`src/rtl/irq_steer_arb.sv`:
```
module irq_steer_arb #(
  parameter int NODES  = 8,
  parameter int PRIO_W = 8
) (
  input  logic                                   clk,
  input  logic                                   rst_n,
  input  logic [NODES-1:0]                       src_req,
  input  logic                                   cfg_we,
  input  logic [$clog2(NODES):0]                 cfg_addr,
  input  logic [PRIO_W+$clog2(PRIO_W/2)-1:0]     cfg_wdata,
  input  logic [1:0]                             tgt_ack,
  output logic [1:0]                             tgt_irq,
  output logic [2*PRIO_W-1:0]                    tgt_prio
);
  localparam int GROUPS = PRIO_W / 2;
  localparam int SW     = $clog2(GROUPS);
  localparam int AW     = $clog2(NODES) + 1;
  localparam logic [1:0] S_IDLE = 2'd0, S_ARB = 2'd1, S_RES = 2'd2;

  logic [PRIO_W-1:0]       prio_q [NODES];
  logic [NODES-1:0]        dest_q, pend_q;
  logic [1:0][NODES-1:0]   clr_v;

  always_ff @(posedge clk or negedge rst_n) begin
    if (!rst_n) begin
      for (int n = 0; n < NODES; n++) prio_q[n] <= '0;
      dest_q <= '0;
    end else if (cfg_we) begin
      for (int n = 0; n < NODES; n++)
        if (cfg_addr == AW'(n)) begin
          prio_q[n] <= cfg_wdata[PRIO_W-1:0];
          dest_q[n] <= cfg_wdata[PRIO_W];
        end
    end
  end

  always_ff @(posedge clk or negedge rst_n)
    if (!rst_n) pend_q <= '0;
    else        pend_q <= (pend_q & ~(clr_v[0] | clr_v[1])) | src_req;

  for (genvar u = 0; u < 2; u++) begin : g_unit
    logic [1:0]        st_q;
    logic [SW-1:0]     lvl_q, cyc_q;
    logic [PRIO_W-1:0] thr_q, win_p;
    logic [NODES-1:0]  cand_q, elig, keep, win_oh;
    logic [1:0]        gmax;
    logic              fire;

    always_comb begin
      gmax  = '0;
      win_p = '0;
      for (int n = 0; n < NODES; n++) begin
        elig[n] = pend_q[n] && (dest_q[n] == 1'(u)) && (prio_q[n] != '0) &&
                  ((prio_q[n] >> (2*int'(cyc_q) + 2)) == '0);
        if (cand_q[n] && prio_q[n][2*lvl_q +: 2] > gmax) gmax = prio_q[n][2*lvl_q +: 2];
      end
      for (int n = 0; n < NODES; n++) begin
        keep[n] = cand_q[n] && (prio_q[n][2*lvl_q +: 2] == gmax);
        if (win_oh[n]) win_p |= prio_q[n];
      end
    end

    assign win_oh = cand_q & (~cand_q + 1'b1);
    assign fire   = (st_q == S_RES) && (win_p > thr_q);
    assign clr_v[u] = (fire && tgt_ack[u]) ? win_oh : '0;
    assign tgt_irq[u] = fire;
    assign tgt_prio[u*PRIO_W +: PRIO_W] = fire ? win_p : '0;

    always_ff @(posedge clk or negedge rst_n) begin
      if (!rst_n) begin
        st_q   <= S_IDLE;
        lvl_q  <= '0;
        cand_q <= '0;
        thr_q  <= '0;
        cyc_q  <= '1;
      end else begin
        if (cfg_we && cfg_addr == AW'(NODES + u)) begin
          thr_q <= cfg_wdata[PRIO_W-1:0];
          cyc_q <= cfg_wdata[PRIO_W +: SW];
        end
        case (st_q)
          S_IDLE: if (|elig) begin
            cand_q <= elig;
            lvl_q  <= cyc_q;
            st_q   <= S_ARB;
          end
          S_ARB: begin
            cand_q <= keep;
            if (lvl_q == '0) st_q <= S_RES;
            else             lvl_q <= lvl_q - 1'b1;
          end
          S_RES: if (!fire || tgt_ack[u]) st_q <= S_IDLE;
          default: st_q <= S_IDLE;
        endcase
      end
    end

    a_r9_ack_drops_irq: assert property (@(posedge clk) disable iff (!rst_n)
      tgt_irq[u] && tgt_ack[u] |=> !tgt_irq[u]);
    a_r7_quiet_after_ack: assert property (@(posedge clk) disable iff (!rst_n)
      tgt_irq[u] && tgt_ack[u] |-> ##2 !tgt_irq[u]);
    a_r4_irq_held: assert property (@(posedge clk) disable iff (!rst_n)
      tgt_irq[u] && !tgt_ack[u] && !cfg_we |=> tgt_irq[u] && $stable(tgt_prio[u*PRIO_W +: PRIO_W]));
    a_r2_prio_nonzero: assert property (@(posedge clk) disable iff (!rst_n)
      tgt_irq[u] |-> tgt_prio[u*PRIO_W +: PRIO_W] != '0);
  end
endmodule

```
`config.mk`:
```
export PLATFORM = sky130hd
export DESIGN_NAME = irq_steer_arb
export DESIGN_NICKNAME = d
export VERILOG_FILES = /design/src/rtl/irq_steer_arb.sv
export SDC_FILE = /design/constraint.sdc
export NUM_CORES = 1
export LEC_CHECK = 0
export BUFFER_PORTS_ARGS = -buffer_cell sky130_fd_sc_hd__buf_2
export CORE_MARGIN = 2
export CORE_UTILIZATION = 35
export DETAILED_ROUTE_END_ITERATION = 8
export GPL_TIMING_DRIVEN = 1
export PLACE_DENSITY = 0.6
export SETUP_SLACK_MARGIN = 0.1
export SKIP_CTS_REPAIR_TIMING = 1
export SLEW_MARGIN = 40
export SYNTH_ARGS = -nofsm -noshare
export SYNTH_HDL_FRONTEND = slang
export SYNTH_SLANG_ARGS = --single-unit
export TNS_END_PERCENT = 100
```
`constraint.sdc`:
```
create_clock -name clk -period 16.9 [get_ports clk]
set_input_delay 1.69 -clock clk [delete_from_list [all_inputs] [get_ports clk]]
set_output_delay 1.69 -clock clk [all_outputs]
set_load 0.03 [all_outputs]
```
==> impl_metrics.json <==
{
  "post-route-period-util_pct": 46.5,
  "status": "finished with violations",
  "layout_min_cycle_time_ns": 7.86,
  "synthXorXnorAreaFrac_pct": 1.60,
  "wl_per_cell_um": 24.7,
  "finalMaxSlewViolations": 0,
  "cts-root-buf": "clkbuf_16",
  "port_buffers": 44,
  "p_int_mw": 1.07,
  "min_from": "g_unit[0].thr_q[4]",
  "drcViolationCount": 2,
  "setup_slack_ns": 9.04,
  "finalNonFillerCells": 1331,
  "core_area_sq_um": 26100,
  "multi_input_area_sq_um": 5830,
  "initial_core_util_pct": 35.7,
  "endpoint_kind": "flop",
  "grt_max_degree": 76,
  "cts_max_level": 4,
  "first_global_vias": 7994,
  "ys_seq_elements": 124,
  "num_antenna_cells": 0,
  "p_leak_nw": 4.37,
  "die_y_um": 167,
  "avgSynthCellArea_sq_um": 9.60,
  "holdPathEnd": "g_unit[0].thr_q[4]",
  "clkSinkCount": 124,
  "ff2ff_path_depth": 27,
  "setup_viol": 0,
  "post-place-ws_ns": 9.16,
  "drt-total-wl_mm": 32.8,
  "muxShareOfSynthArea_pct": 20.0,
  "crit_path_start": "g_unit[0].lvl_q[1]",
  "grt_pass1_wl_mm": 50.3,
  "worstHoldPathCells": 1,
  "synthAdderAreaFrac_pct": 4.41,
  "vias_per_cell": 6.35,
  "swShare_pct": 46.5,
  "synthFlopType": "dfrtp_1",
  "yosys.area_share.simple_pct": 17.1,
  "rsz0062_at_grt": "no",
  "ys_async_sr_fraction_pct": 100,
  "antenna_found_initial": 2,
  "crit_arrival_ns": 8.23,
  "gr-total-overflow": 0,
  "synth_top_family_by_area": "multiplexers",
  "worstSkewPairLatency_ns": 0.43,
  "dpl.hpwl_mm": 23.9,
  "synth_area_leaders": "dfrtp_1, mux2_2, mux4_2",
  "die_w_um": 167,
  "dp_cells": 1299,
  "synth.distinct_cells": 78,
  "synth-compound-area-share_pct": 19.1,
  "drt-initial-drc-count": 1100,
  "regArea_sq_um": 3110,
  "setup_tns_ns": 0,
  "cap_violations": 0,
  "fin_skew_ns": 0.0135,
  "ant_nets": 0,
  "p_per_area_nw_per_um2": 192,
  "critPathMaxFanout": 18,
  "reg2reg_to": "g_unit[0].cand_q[1]",
  "hp-class": "flop to flop",
  "netSwitchingPower_mw": 0.934,
  "finalHoldViolCount": 0,
  "place_congestion": 0.943,
  "syn-instance-count": 970,
  "worstSetupPathType": "flop to flop",
  "peakVddDrop_mv": 0.0914,
  "ys_top_cells_by_count": "dfrtp_1, mux2_2, nand2_1",
  "relSlewSlack_pct": 43.4,
  "grt.total_usage_pct": 23.7,
  "worstMarginPinSlew_ns": 0.849,
  "areaGrowthSynthToFinish_pct": 12.2,
  "synth_edf_count": 0,
  "fillCellCount": 2593,
  "pwr-share-clk_pct": 20.3,
  "ff2ff_setup_slack_ns": 9.04,
  "cts_tree": "built",
  "synthesis.area_sq_um": 9320,
  "vias": 8448,
  "design.die.area_sq_um": 27900,
  "violations": "DRC",
  "final_nets": 1042,
  "combPwrFrac_pct": 52.7,
  "synth-seq-area-share_pct": 33.4,
  "io_pins": 45,
  "post-synth-top-area-cell": "dfrtp_1",
  "r2r-start": "g_unit[0].lvl_q[1]",
  "seqPwrFrac_pct": 27.0,
  "dr.pass1.iters": 9,
  "synth_top_area_share_pct": 32.2,
  "clock_path_buffers": 2,
  "critical_path_required_ns": 17.27,
  "fmax_mhz": 127,
  "cts.clk_slew.worst_paths_ns": 0.07,
  "drive_gt1_share_pct": 24.1,
  "start_kind": "flop",
  "hold_ws_ns": 0.509,
  "yosysMostFrequentCell": "dfrtp_1",
  "cts_buffers": 17,
  "syn_nets": 1029,
  "rows": 59,
  "synth_warnings": 0
}
metal layers:
metal / routed length (um) / part of all wire (%) / track usage, % / vias to the layer above
li1: - / - / - / 3730
met1: 14000 / 43 / 32.7 / 4175
met2: 14700 / 45 / 36.7 / 451
met3: 2600 / 7.9 / 4.54 / 92
met4: 1490 / 4.5 / 9.83 / 0
met5: 0 / 0 / 0 / -
sequential cells by signal, indices dropped and copies added (netlist names):
signal         flops
g_unit.thr_q      16
g_unit.lvl_q       4
dest_q             8
prio_q            64
g_unit.st_q        4
g_unit.cyc_q       4
pend_q             8
g_unit.cand_q     16
power groups by stage:
stage	combinational (mW)	sequential, mW	clock (mW)
detailed placement	1.03	0.540	0
CTS	1.04	0.534	0.410
finish	1.06	0.543	0.407
global route	1.15	0.553	0.424
floorplan	0.843	0.434	0
global placement	1.01	0.536	0
kinds of logic after synthesis:
logic type	Yosys count
mux	140
flops	124
xor+xnor	17
fa+ha+maj	33
buf+inv	101
compound gates	244
simple gates	311
worst max path at each step:
stage                          end
4_1_cts        g_unit[0].cand_q[1]
6_report       g_unit[0].cand_q[1]
5_1_grt        g_unit[1].cand_q[4]
3_5_place_dp   g_unit[0].cand_q[1]
3_3_place_gp   g_unit[0].cand_q[1]
2_1_floorplan  g_unit[0].cand_q[5]
layout by cell type (no fill, tap or decap), types with 15 or more instances in the layout:
master	n
and2_1	23
o21ai_1	15
mux2i_1	21
a22oi_1	23
inv_1	42
nand2_1	72
nor3_1	19
nor4_1	26
ha_1	32
mux4_2	28
buf_2	43
mux2_2	91
nor2_1	54
clkbuf_16	17
a21oi_1	38
nand3_1	48
o21ai_0	35
dfrtp_1	119
through the flow:
stage	power (mW)	util (%)	cell area, sq um
floorplan	1.28	-	9320
global placement	1.55	37.4	9780
detailed placement	1.57	37.5	9790
CTS	1.98	40.0	10400
global route	2.13	40.0	10500
finish	2.01	40.0	10500
layout make-up:
class / count / area share, %
timing repair buffer: 52 / 2.74
tap: 335 / 4.01
multi-input combinational: 745 / 55.7
clock buffer: 20 / 4.46
clock inverter: 12 / 1.76
inverter: 43 / 1.54
sequential: 124 / 29.7
worst max-delay path: stages (launching register included):
cell	delay (ns)
dfrtp_1	0.90
mux4_2	0.68
ha_1	0.33
a21boi_0	0.25
o21ai_1	0.23
a2111oi_4	0.57
nor2b_1	0.20
o21ai_1	0.14
ha_1	0.32
nor3_1	0.25
a21oi_1	0.16
nand2_1	0.09
o21ai_1	0.06
ha_1	0.28
nand2_1	0.06
o211a_1	0.14
a311o_1	0.28
a21oi_2	0.52
nor2_1	0.12
ha_1	0.31
nand2_1	0.06
o211a_1	0.30
nor3_1	0.09
a21oi_2	0.48
nand3_1	0.17
a211oi_2	0.26
or4b_1	0.46
nand3_1	0.09
No activity file was read; power rests on OpenSTA's default activity.
